<file path="src/rtl/prb_pkg.sv">
package prb_pkg;

  // Aliased groups: data, maskA, maskB. Plain registers: dir, polar, edge, both, inen.
  localparam int NUM_ALIAS   = 3;
  localparam int NUM_PLAIN   = 5;
  localparam int OPS_PER_GRP = 4;

  // Position within a group; the address order depends on this encoding.
  typedef enum logic [1:0] {
    OP_WRITE  = 2'd0,
    OP_CLEAR  = 2'd1,
    OP_SET    = 2'd2,
    OP_TOGGLE = 2'd3
  } aliasOp_e;

  typedef struct packed {
    logic [NUM_ALIAS-1:0] aliasWe;
    aliasOp_e             op;
    logic [NUM_PLAIN-1:0] plainWe;
    logic [4:0]           rdIdx;
    logic                 rdEn;
    logic                 err;
  } ctrlStrobe_t;

endpackage

</file>
<file path="src/rtl/prb_ctrl.sv">
module prb_ctrl
  import prb_pkg::*;
#(
  parameter int ADDR_W = 7
) (
  input  logic              busSel,
  input  logic              busWe,
  input  logic [ADDR_W-1:0] busAddr,
  input  logic [1:0]        busSize,
  output ctrlStrobe_t       strb
);

  localparam int          IDX_W      = ADDR_W - 2;
  localparam int          ALIAS_SPAN = NUM_ALIAS * OPS_PER_GRP;
  localparam int          LAST_IDX   = ALIAS_SPAN + NUM_PLAIN - 1;
  localparam logic [1:0]  SIZE_HALF  = 2'd1;

  logic [IDX_W-1:0] idx;
  logic [IDX_W-1:0] grp;
  logic             badSize;
  logic             badAlign;
  logic             badRange;
  logic             wrOk;

  assign idx      = busAddr[ADDR_W-1:2];
  assign grp      = idx >> 2;
  assign badSize  = (busSize != SIZE_HALF);
  assign badAlign = |busAddr[1:0];
  assign badRange = (idx > IDX_W'(LAST_IDX));
  assign wrOk     = busSel && busWe && !strb.err;

  always_comb begin
    strb.err   = busSel && (badSize || badAlign || badRange);
    strb.rdEn  = busSel && !strb.err;
    strb.rdIdx = 5'(idx);
    strb.op    = aliasOp_e'(idx[1:0]);
    for (int g = 0; g < NUM_ALIAS; g++) begin
      strb.aliasWe[g] = wrOk && (idx < IDX_W'(ALIAS_SPAN)) && (grp == IDX_W'(g));
    end
    for (int k = 0; k < NUM_PLAIN; k++) begin
      strb.plainWe[k] = wrOk && (idx == IDX_W'(ALIAS_SPAN + k));
    end
  end

endmodule

</file>
<file path="src/rtl/prb_dp.sv">
module prb_dp
  import prb_pkg::*;
#(
  parameter int DATA_W = 16
) (
  input  logic                                clk,
  input  logic                                rstN,
  input  ctrlStrobe_t                         strb,
  input  logic [DATA_W-1:0]                   busWdata,
  input  logic [DATA_W-1:0]                   pinWe,
  input  logic [DATA_W-1:0]                   pinVal,
  output logic [NUM_ALIAS-1:0][DATA_W-1:0]    aliasQ,
  output logic [NUM_PLAIN-1:0][DATA_W-1:0]    plainQ,
  output logic [DATA_W-1:0]                   busRdata
);

  localparam int ALIAS_SPAN = NUM_ALIAS * OPS_PER_GRP;
  localparam int DIR_SLOT   = 0;

  // Input pins (direction 0) with an update request take the pin value.
  logic [DATA_W-1:0] pinTake;
  assign pinTake = pinWe & ~plainQ[DIR_SLOT];

  for (genvar g = 0; g < NUM_ALIAS; g++) begin : gAlias
    logic [DATA_W-1:0] q;
    logic [DATA_W-1:0] busNext;
    logic [DATA_W-1:0] regNext;

    always_comb begin
      busNext = q;
      if (strb.aliasWe[g]) begin
        unique case (strb.op)
          OP_WRITE:  busNext = busWdata;
          OP_CLEAR:  busNext = q & ~busWdata;
          OP_SET:    busNext = q | busWdata;
          OP_TOGGLE: busNext = q ^ busWdata;
          default:   busNext = q;
        endcase
      end
    end

    if (g == 0) begin : gPinMerge
      assign regNext = (busNext & ~pinTake) | (pinVal & pinTake);
    end else begin : gBusOnly
      assign regNext = busNext;
    end

    always_ff @(posedge clk or negedge rstN) begin
      if (!rstN) q <= '0;
      else       q <= regNext;
    end

    assign aliasQ[g] = q;
  end

  for (genvar k = 0; k < NUM_PLAIN; k++) begin : gPlain
    logic [DATA_W-1:0] q;
    always_ff @(posedge clk or negedge rstN) begin
      if (!rstN)                q <= '0;
      else if (strb.plainWe[k]) q <= busWdata;
    end
    assign plainQ[k] = q;
  end

  always_comb begin
    busRdata = '0;
    if (strb.rdEn) begin
      for (int g = 0; g < NUM_ALIAS; g++) begin
        if ((strb.rdIdx >> 2) == 5'(g) && strb.rdIdx < 5'(ALIAS_SPAN)) busRdata = aliasQ[g];
      end
      for (int k = 0; k < NUM_PLAIN; k++) begin
        if (strb.rdIdx == 5'(ALIAS_SPAN + k)) busRdata = plainQ[k];
      end
    end
  end

endmodule

</file>
<file path="src/rtl/port_reg_bank.sv">
module port_reg_bank
  import prb_pkg::*;
#(
  parameter int DATA_W = 16,
  parameter int ADDR_W = 7
) (
  input  logic              clk,
  input  logic              rstN,
  input  logic              busSel,
  input  logic              busWe,
  input  logic [ADDR_W-1:0] busAddr,
  input  logic [1:0]        busSize,
  input  logic [DATA_W-1:0] busWdata,
  output logic [DATA_W-1:0] busRdata,
  output logic              busErr,
  input  logic [DATA_W-1:0] pinWe,
  input  logic [DATA_W-1:0] pinVal,
  output logic [DATA_W-1:0] dataQ,
  output logic [DATA_W-1:0] maskAQ,
  output logic [DATA_W-1:0] maskBQ,
  output logic [DATA_W-1:0] dirQ,
  output logic [DATA_W-1:0] polarQ,
  output logic [DATA_W-1:0] edgeQ,
  output logic [DATA_W-1:0] bothQ,
  output logic [DATA_W-1:0] inenQ
);

  ctrlStrobe_t                        strb;
  logic [NUM_ALIAS-1:0][DATA_W-1:0]   aliasQ;
  logic [NUM_PLAIN-1:0][DATA_W-1:0]   plainQ;

  prb_ctrl #(.ADDR_W(ADDR_W)) u_ctrl (
    .busSel  (busSel),
    .busWe   (busWe),
    .busAddr (busAddr),
    .busSize (busSize),
    .strb    (strb)
  );

  prb_dp #(.DATA_W(DATA_W)) u_dp (
    .clk      (clk),
    .rstN     (rstN),
    .strb     (strb),
    .busWdata (busWdata),
    .pinWe    (pinWe),
    .pinVal   (pinVal),
    .aliasQ   (aliasQ),
    .plainQ   (plainQ),
    .busRdata (busRdata)
  );

  assign busErr = strb.err;
  assign dataQ  = aliasQ[0];
  assign maskAQ = aliasQ[1];
  assign maskBQ = aliasQ[2];
  assign dirQ   = plainQ[0];
  assign polarQ = plainQ[1];
  assign edgeQ  = plainQ[2];
  assign bothQ  = plainQ[3];
  assign inenQ  = plainQ[4];

endmodule

</file>
<file path="config.mk">
export PLATFORM = sky130hd
export DESIGN_NAME = port_reg_bank
export DESIGN_NICKNAME = d
export VERILOG_FILES = /design/src/rtl/prb_pkg.sv /design/src/rtl/prb_ctrl.sv /design/src/rtl/prb_dp.sv /design/src/rtl/port_reg_bank.sv
export SDC_FILE = /design/constraint.sdc
export NUM_CORES = 1
export LEC_CHECK = 0
export BUFFER_PORTS_ARGS = -buffer_cell sky130_fd_sc_hd__buf_2
export CAP_MARGIN = 20
export CORE_ASPECT_RATIO = 0.75
export CORE_MARGIN = 2
export CORE_UTILIZATION = 60
export CTS_CLUSTER_SIZE = 25
export DETAILED_ROUTE_END_ITERATION = 8
export PLACE_DENSITY_LB_ADDON = 0.05
export SYNTH_ARGS = -nofsm -noshare
export SYNTH_HDL_FRONTEND = slang
export SYNTH_SLANG_ARGS = --single-unit
</file>
<file path="constraint.sdc">
create_clock -name clk -period 3.5 [get_ports clk]
set_input_delay 0.7 -clock clk [delete_from_list [all_inputs] [get_ports clk]]
set_output_delay 0.7 -clock clk [all_outputs]
set_load 0.02 [all_outputs]
</file>
==> results.txt, run 1 <==
Synth Area per Inst - 9.11 um^2
Lkg Pwr - 5.35 nW
N_diodes - 0
Placed inst area - 0.0100 mm^2
Slew HR - 30.1%
Flop2flop setup slack - 1.73 ns
Max VDD drop - 359 uV
Clk buf depth - 2
Fraction of registers with async set/reset - 100%
Clk sinks - 128
Initial DRC count - 1054
First-pass GRT wire length - 41.5 mm
HP Class - in -> async
Adder-Cell Fraction of Synth Area - 13.5%
NumNets Final - 1309
Synth Warn # - 0
Hold Fails Final Rpt - 0
Min Tclk post-route - 3.22 ns
Status - complete, no violations
Synth unique cells - 46
Clock Skew - 0.00551 ns
Sum Neg Setup Slack - 0 ns
Die Y - 109 um
H-tree Lvls - 4
Worst-Margin Slew - 1.05 ns
Xor-xnor portion of the synthesized cell area - 0%
DRC viols - 0
I/O Buffers - 205
Max_cap viols - 0
Leading cell types by total area after synthesis - dfrtp_1 (36%), ha_1 (14%), mux2_2 (11%)
Placer Congestion - 0.958
TritonCTS clock tree - done
Layout cell share with drive strength beyond 1 - 31.8%
Yosys top cell by area - dfrtp_1
CTS root buffer - clkbuf_16
Post-route cell area - 0.0106 mm^2
Crit end category - output port
CP required - 2.80 ns
Clock transition at the registers of the reported paths - 0.06 ns
# setup viols final - 0
Core area - 0.0145 mm^2
Io pins - 206
Commonest non-fill, non-tap cells in the layout - buf_2 (202), a21oi_1 (136), dfrtp_1 (128)
FP Rows - 38
Die area - 0.0158 mm^2
Total global-route track usage - 35.0%
Setup bufs post-CTS - 0
Cell count of the worst reg-to-reg path - 6
Vias in the first global route - 7326
CP Data Arrival Time - 2.52 ns
Critical path type - in -> out
FF+latch count, synth - 128
Syn Nets - 1133
Fmax - 311 MHz
Initial antenna violation count - 0
Remaining Overflow, GRT - 0
Tot Pwr - 4.23 mW
Via count - 8297
Post-synth EDFFs - 0
Worst skew pair latency - 0.43 ns
Number of fill cells - 1146
Top_reg_cell synth - dfrtp_1
WL/cell - 20.1 um
Startpoint Class - input pin
Die Span X - 145 um
Power per cell area - 397 mW/mm^2
Vias per inst - 6.08
Syn-to-layout area delta - 19.7%
Final worst-path cycle share - 91.9%
Seq/Total Area, Yosys - 36.0%
CP max FO - 12
Pre-antenna DRT Iters - 5
Compound-Gate Fraction of Synth Area - 21.3%
Antenna Nets Post-Route - 0
Hold_ws - 0.244 ns
Synthesized cell area - 0.00889 mm^2
Hpwl dp - 20.1 mm
Cts repair resizes - 0
Cts bufs inserted - 17
Post-synthesis simple-gate area fraction - 10.4%
RSZ-0062 raised after global routing - no
Initial Utilization - 61.5%
Commonest non-fill, non-tap cell in the layout - buf_2
CTS Hold Buffers Added - 0
Largest net degree at the start of global routing - 85
Largest family of logic cells by synthesized area - compound AO/OA/AOI/OAI gates
Cells after Synth - 976
Post-synthesis mux area share - 11.7%
Top-area cell type share of the netlist area - 36.0%
Final wirelength - 27.4 mm
Final Slew Violations - 0
[layout make-up]
class / instances / area [um^2] / share of cell area [%]
Multi-Input combinational cell: 697 / 5070 / 47.7
Sequential cell: 128 / 3200 / 30.1
Timing Repair Buffer: 226 / 1220 / 11.4
Clock buffer: 18 / 429 / 4.04
Inverter: 82 / 308 / 2.89
Tap cell: 200 / 250 / 2.35
Clock inverter: 14 / 158 / 1.48
[routing by layer]
| layer | share of wire [%] | vias up | global-route usage [%] |
|---|---|---|---|
| met3 | 11 | 31 | 9.02 |
| met5 | 0 | - | 0 |
| met1 | 48 | 3984 | 55.6 |
| li1 | - | 3827 | - |
| met4 | 1.2 | 0 | 7.35 |
| met2 | 40 | 455 | 47.3 |
[where the power goes]
part / switching [mW] / internal (mW)
Sequential: 0.107 / 1.54
Clock: 0.729 / 1.06
Combinational: 0.481 / 0.307
[through the flow]
step                      std cells  setup WS [ns]  utilization (%)
after global routing           1365          0.186             73.6
after detailed placement       1333          0.342             69.5
final                          1365          0.284             73.6
after CTS                      1365          0.322             73.6
after floorplan                 976          0.614                -
after global placement         1333          0.416             69.5
[Yosys cell counts (2+ instances only)]
master / n
a21oi_1: 136
or4_1: 12
nand3b_1: 4
nand2_1: 63
a221oi_1: 17
a211oi_1: 60
dfrtp_1: 128
buf_4: 3
a22oi_1: 12
nor2b_1: 2
and3_1: 2
mux2_2: 90
nor4b_4: 2
clkbuf_1: 26
buf_2: 30
nand3_1: 3
o21ai_0: 42
nor2_1: 96
nand2b_1: 3
buf_1: 9
inv_1: 81
a31o_2: 16
a221o_1: 2
and2_1: 2
ha_1: 96
mux2i_1: 3
o21bai_1: 2
o21ai_1: 16
[worst max path at each step]
stage / start / end / slack [ns] / cells past startpoint
finish: busAddr[4] / busRdata[3] / 0.28 / 7
global route: busAddr[4] / busRdata[3] / 0.19 / 7
CTS: busAddr[4] / busRdata[5] / 0.32 / 7
detailed placement: busAddr[4] / busRdata[3] / 0.34 / 7
global placement: busAddr[2] / busRdata[5] / 0.42 / 7
floorplan: busAddr[3] / busRdata[1] / 0.61 / 7
[critical path, stage by stage]
cell     delay (ns)
buf_2          0.20
nor3b_2        0.25
or2b_2         0.30
a21oi_1        0.07
or4_1          0.54
a21oi_1        0.24
buf_2          0.22
[logic make-up (layout without fill, tap and decap cells)]
kind of cell | after synthesis | after routing
AO/OA/AOI/OAI | 310 | 310
multiplexers | 93 | 93
adder cells (fa/ha/maj) | 96 | 96
buffers and inverters | 151 | 340
flip-flops | 128 | 128
AND/OR/NAND/NOR | 198 | 198
Note: power is estimated with default switching activity, not from simulation.
==> inputs of run 2 (changes only) <==
ABC_AREA = 1   (was default)
RECOVER_POWER = 50   (was default)
==> run 2 against run 1 <==
Effect of this change: setup slack improved by 0.15 ns; the run now ends with capacitance limit, slew limit left; sequential cell count did not move; non-clock buffer count is 12 lower; largest power group is now registers; largest cell class unchanged.
==> results.txt, run 2 <==
Die area - 0.0160 mm^2
Cell with the most instances after synthesis - nand2_1
Hpwl dp - 18.8 mm
Fmax - 326 MHz
Setup bufs post-CTS - 0
Max_cap viols - 1
Multi-input combinational cell area - 0.00488 mm^2
Critical path type - in -> out
Met1 GRT Util - 44.0%
Syn-to-layout area delta - 16.0%
Initial antenna violation count - 0
Final wirelength - 26.2 mm
Die Span X - 146 um
Remaining Overflow, GRT - 0
Top_reg_cell synth - dfrtp_1
FP Rows - 38
Met2 Track Usage GR - 57.2%
Vias in the first global route - 8152
Synth Warn # - 0
WL/cell - 17.1 um
CP max FO - 17
Max VDD drop - 343 uV
# setup viols final - 0
Cts bufs inserted - 17
DRC viols - 0
Vias per inst - 5.64
Crit end category - output port
Post-synth EDFFs - 0
Gr busiest metal - met2
Sum Neg Setup Slack - 0 ns
Lkg Pwr - 5.35 nW
Worst skew pair latency - 0.43 ns
Synth unique cells - 34
Clock Skew - 0.00438 ns
Min Tclk post-route - 3.07 ns
Commonest non-fill, non-tap cells in the layout - nand2_1 (344), buf_2 (132), dfrtp_1 (128)
HP Class - in -> reg
CP required - 2.80 ns
First-pass GRT wire length - 42.4 mm
Leading cell types by total area after synthesis - dfrtp_1 (36%), nand2_1 (14%), ha_1 (13%)
Hold Fails Final Rpt - 0
Initial Utilization - 61.8%
Total global-route track usage - 33.7%
Cts repair resizes - 0
Startpoint Class - input pin
Met3 Use GR - 6.54%
Power per cell area - 470 mW/mm^2
RSZ-0062 raised after global routing - no
Commonest non-fill, non-tap cell in the layout - nand2_1
Final worst-path cycle share - 87.6%
CP Data Arrival Time - 2.37 ns
NumNets Final - 1477
I/O Buffers - 205
Largest net degree at the start of global routing - 62
Io pins - 206
H-tree Lvls - 4
FF+latch count, synth - 128
Clk buf depth - 2
Die Y - 110 um
Status - complete, but fails checks
Synthesized cell area - 0.00902 mm^2
CTS root buffer - clkbuf_16
Violated checks - capacitance limit, slew limit
Fraction of registers with async set/reset - 100%
Final Slew Violations - 62
Initial DRC count - 699
CTS Hold Buffers Added - 0
N_diodes - 0
Seq/Total Area, Yosys - 35.5%
Synth Area per Inst - 7.90 um^2
Flop2flop setup slack - 1.95 ns
Slew HR - -8.50%
Seq. cell area - 0.00320 mm^2
Number of fill cells - 1258
Yosys top cell by area - dfrtp_1
Antenna Nets Post-Route - 0
Pre-antenna DRT Iters - 6
TritonCTS clock tree - done
Top-area cell type share of the netlist area - 35.5%
Clk sinks - 128
Layout cell share with drive strength beyond 1 - 19.7%
Worst-Margin Slew - 1.63 ns
Most frequent cells after synthesis - nand2_1 (344), dfrtp_1 (128), inv_1 (125), ha_1 (96), nand3_1 (79)
Placed inst area - 0.0100 mm^2
Clock transition at the registers of the reported paths - 0.06 ns
Core area - 0.0146 mm^2
Syn Nets - 1299
Post-route cell area - 0.0105 mm^2
Cells after Synth - 1142
Via count - 8643
Placer Congestion - 0.870
[run 2: final cells by class]
class | count | share of cell area [%]
Inverter | 145 | 5.27
Clock buffer | 20 | 4.27
Timing Repair Buffer | 214 | 9.54
Tap cell | 200 | 2.39
Sequential cell | 128 | 30.6
Clock inverter | 12 | 1.29
Multi-Input combinational cell | 814 | 46.6
[run 2: cell families after synthesis]
logic type / share of synthesized area [%]
adders and majority gates: 13.3
DFF: 35.5
AOI/OAI and AO/OA: 17.0
buffers and inverters: 10.4
and+or+nand+nor: 23.7
[run 2: final timing paths]
kind | start | end | depth (start not counted)
max reg2reg | u_dp.gAlias[2].q[14]$_DFFE_PN0P_ | u_dp.gAlias[2].q[14]$_DFFE_PN0P_ | 8
min in group asynchronous | rstN | u_dp.gPlain[4].q[0]$_DFFE_PN0P_ | 1
min | pinVal[9] | flop | 3
max | busAddr[3] | busRdata[0] | 11
min reg2reg | u_dp.gPlain[4].q[8]$_DFFE_PN0P_ | u_dp.gPlain[4].q[8]$_DFFE_PN0P_ | 2
max in group asynchronous | rstN | u_dp.gPlain[3].q[8]$_DFFE_PN0P_ | 2
[run 2: power breakdown]
part	leakage, nW	switching, mW	total (mW)	internal, mW
Sequential	1.66	0.215	1.89	1.67
Clock	0.273	0.704	1.77	1.07
Combinational	3.42	0.843	1.26	0.416
[run 2: per-layer routing]
metal	part of all wire, %	up-vias
li1	-	4117
met1	41	4113
met2	49	363
met3	8.3	50
met4	2.3	0
met5	0	-
[run 2: stage by stage]
stage	hold WS [ns]	instances	setup WS (ns)	total power [mW]	util [%]
floorplan	0.404	1142	0.803	2.69	-
global placement	0.488	1501	0.555	3.15	68.6
detailed placement	0.487	1501	0.521	3.19	68.6
CTS	0.405	1533	0.479	4.96	72.5
global route	0.502	1533	0.288	5.19	71.7
finish	0.489	1533	0.434	4.92	71.7
[run 2: worst max-delay path: stages]
cell,delay (ns)
buf_2,0.18
nor2_4,0.05
buf_4,0.22
nand2_1,0.13
buf_4,0.21
o21ai_0,0.10
o21ai_0,0.36
nand2_1,0.11
nand2_1,0.08
a21oi_1,0.06
buf_2,0.16
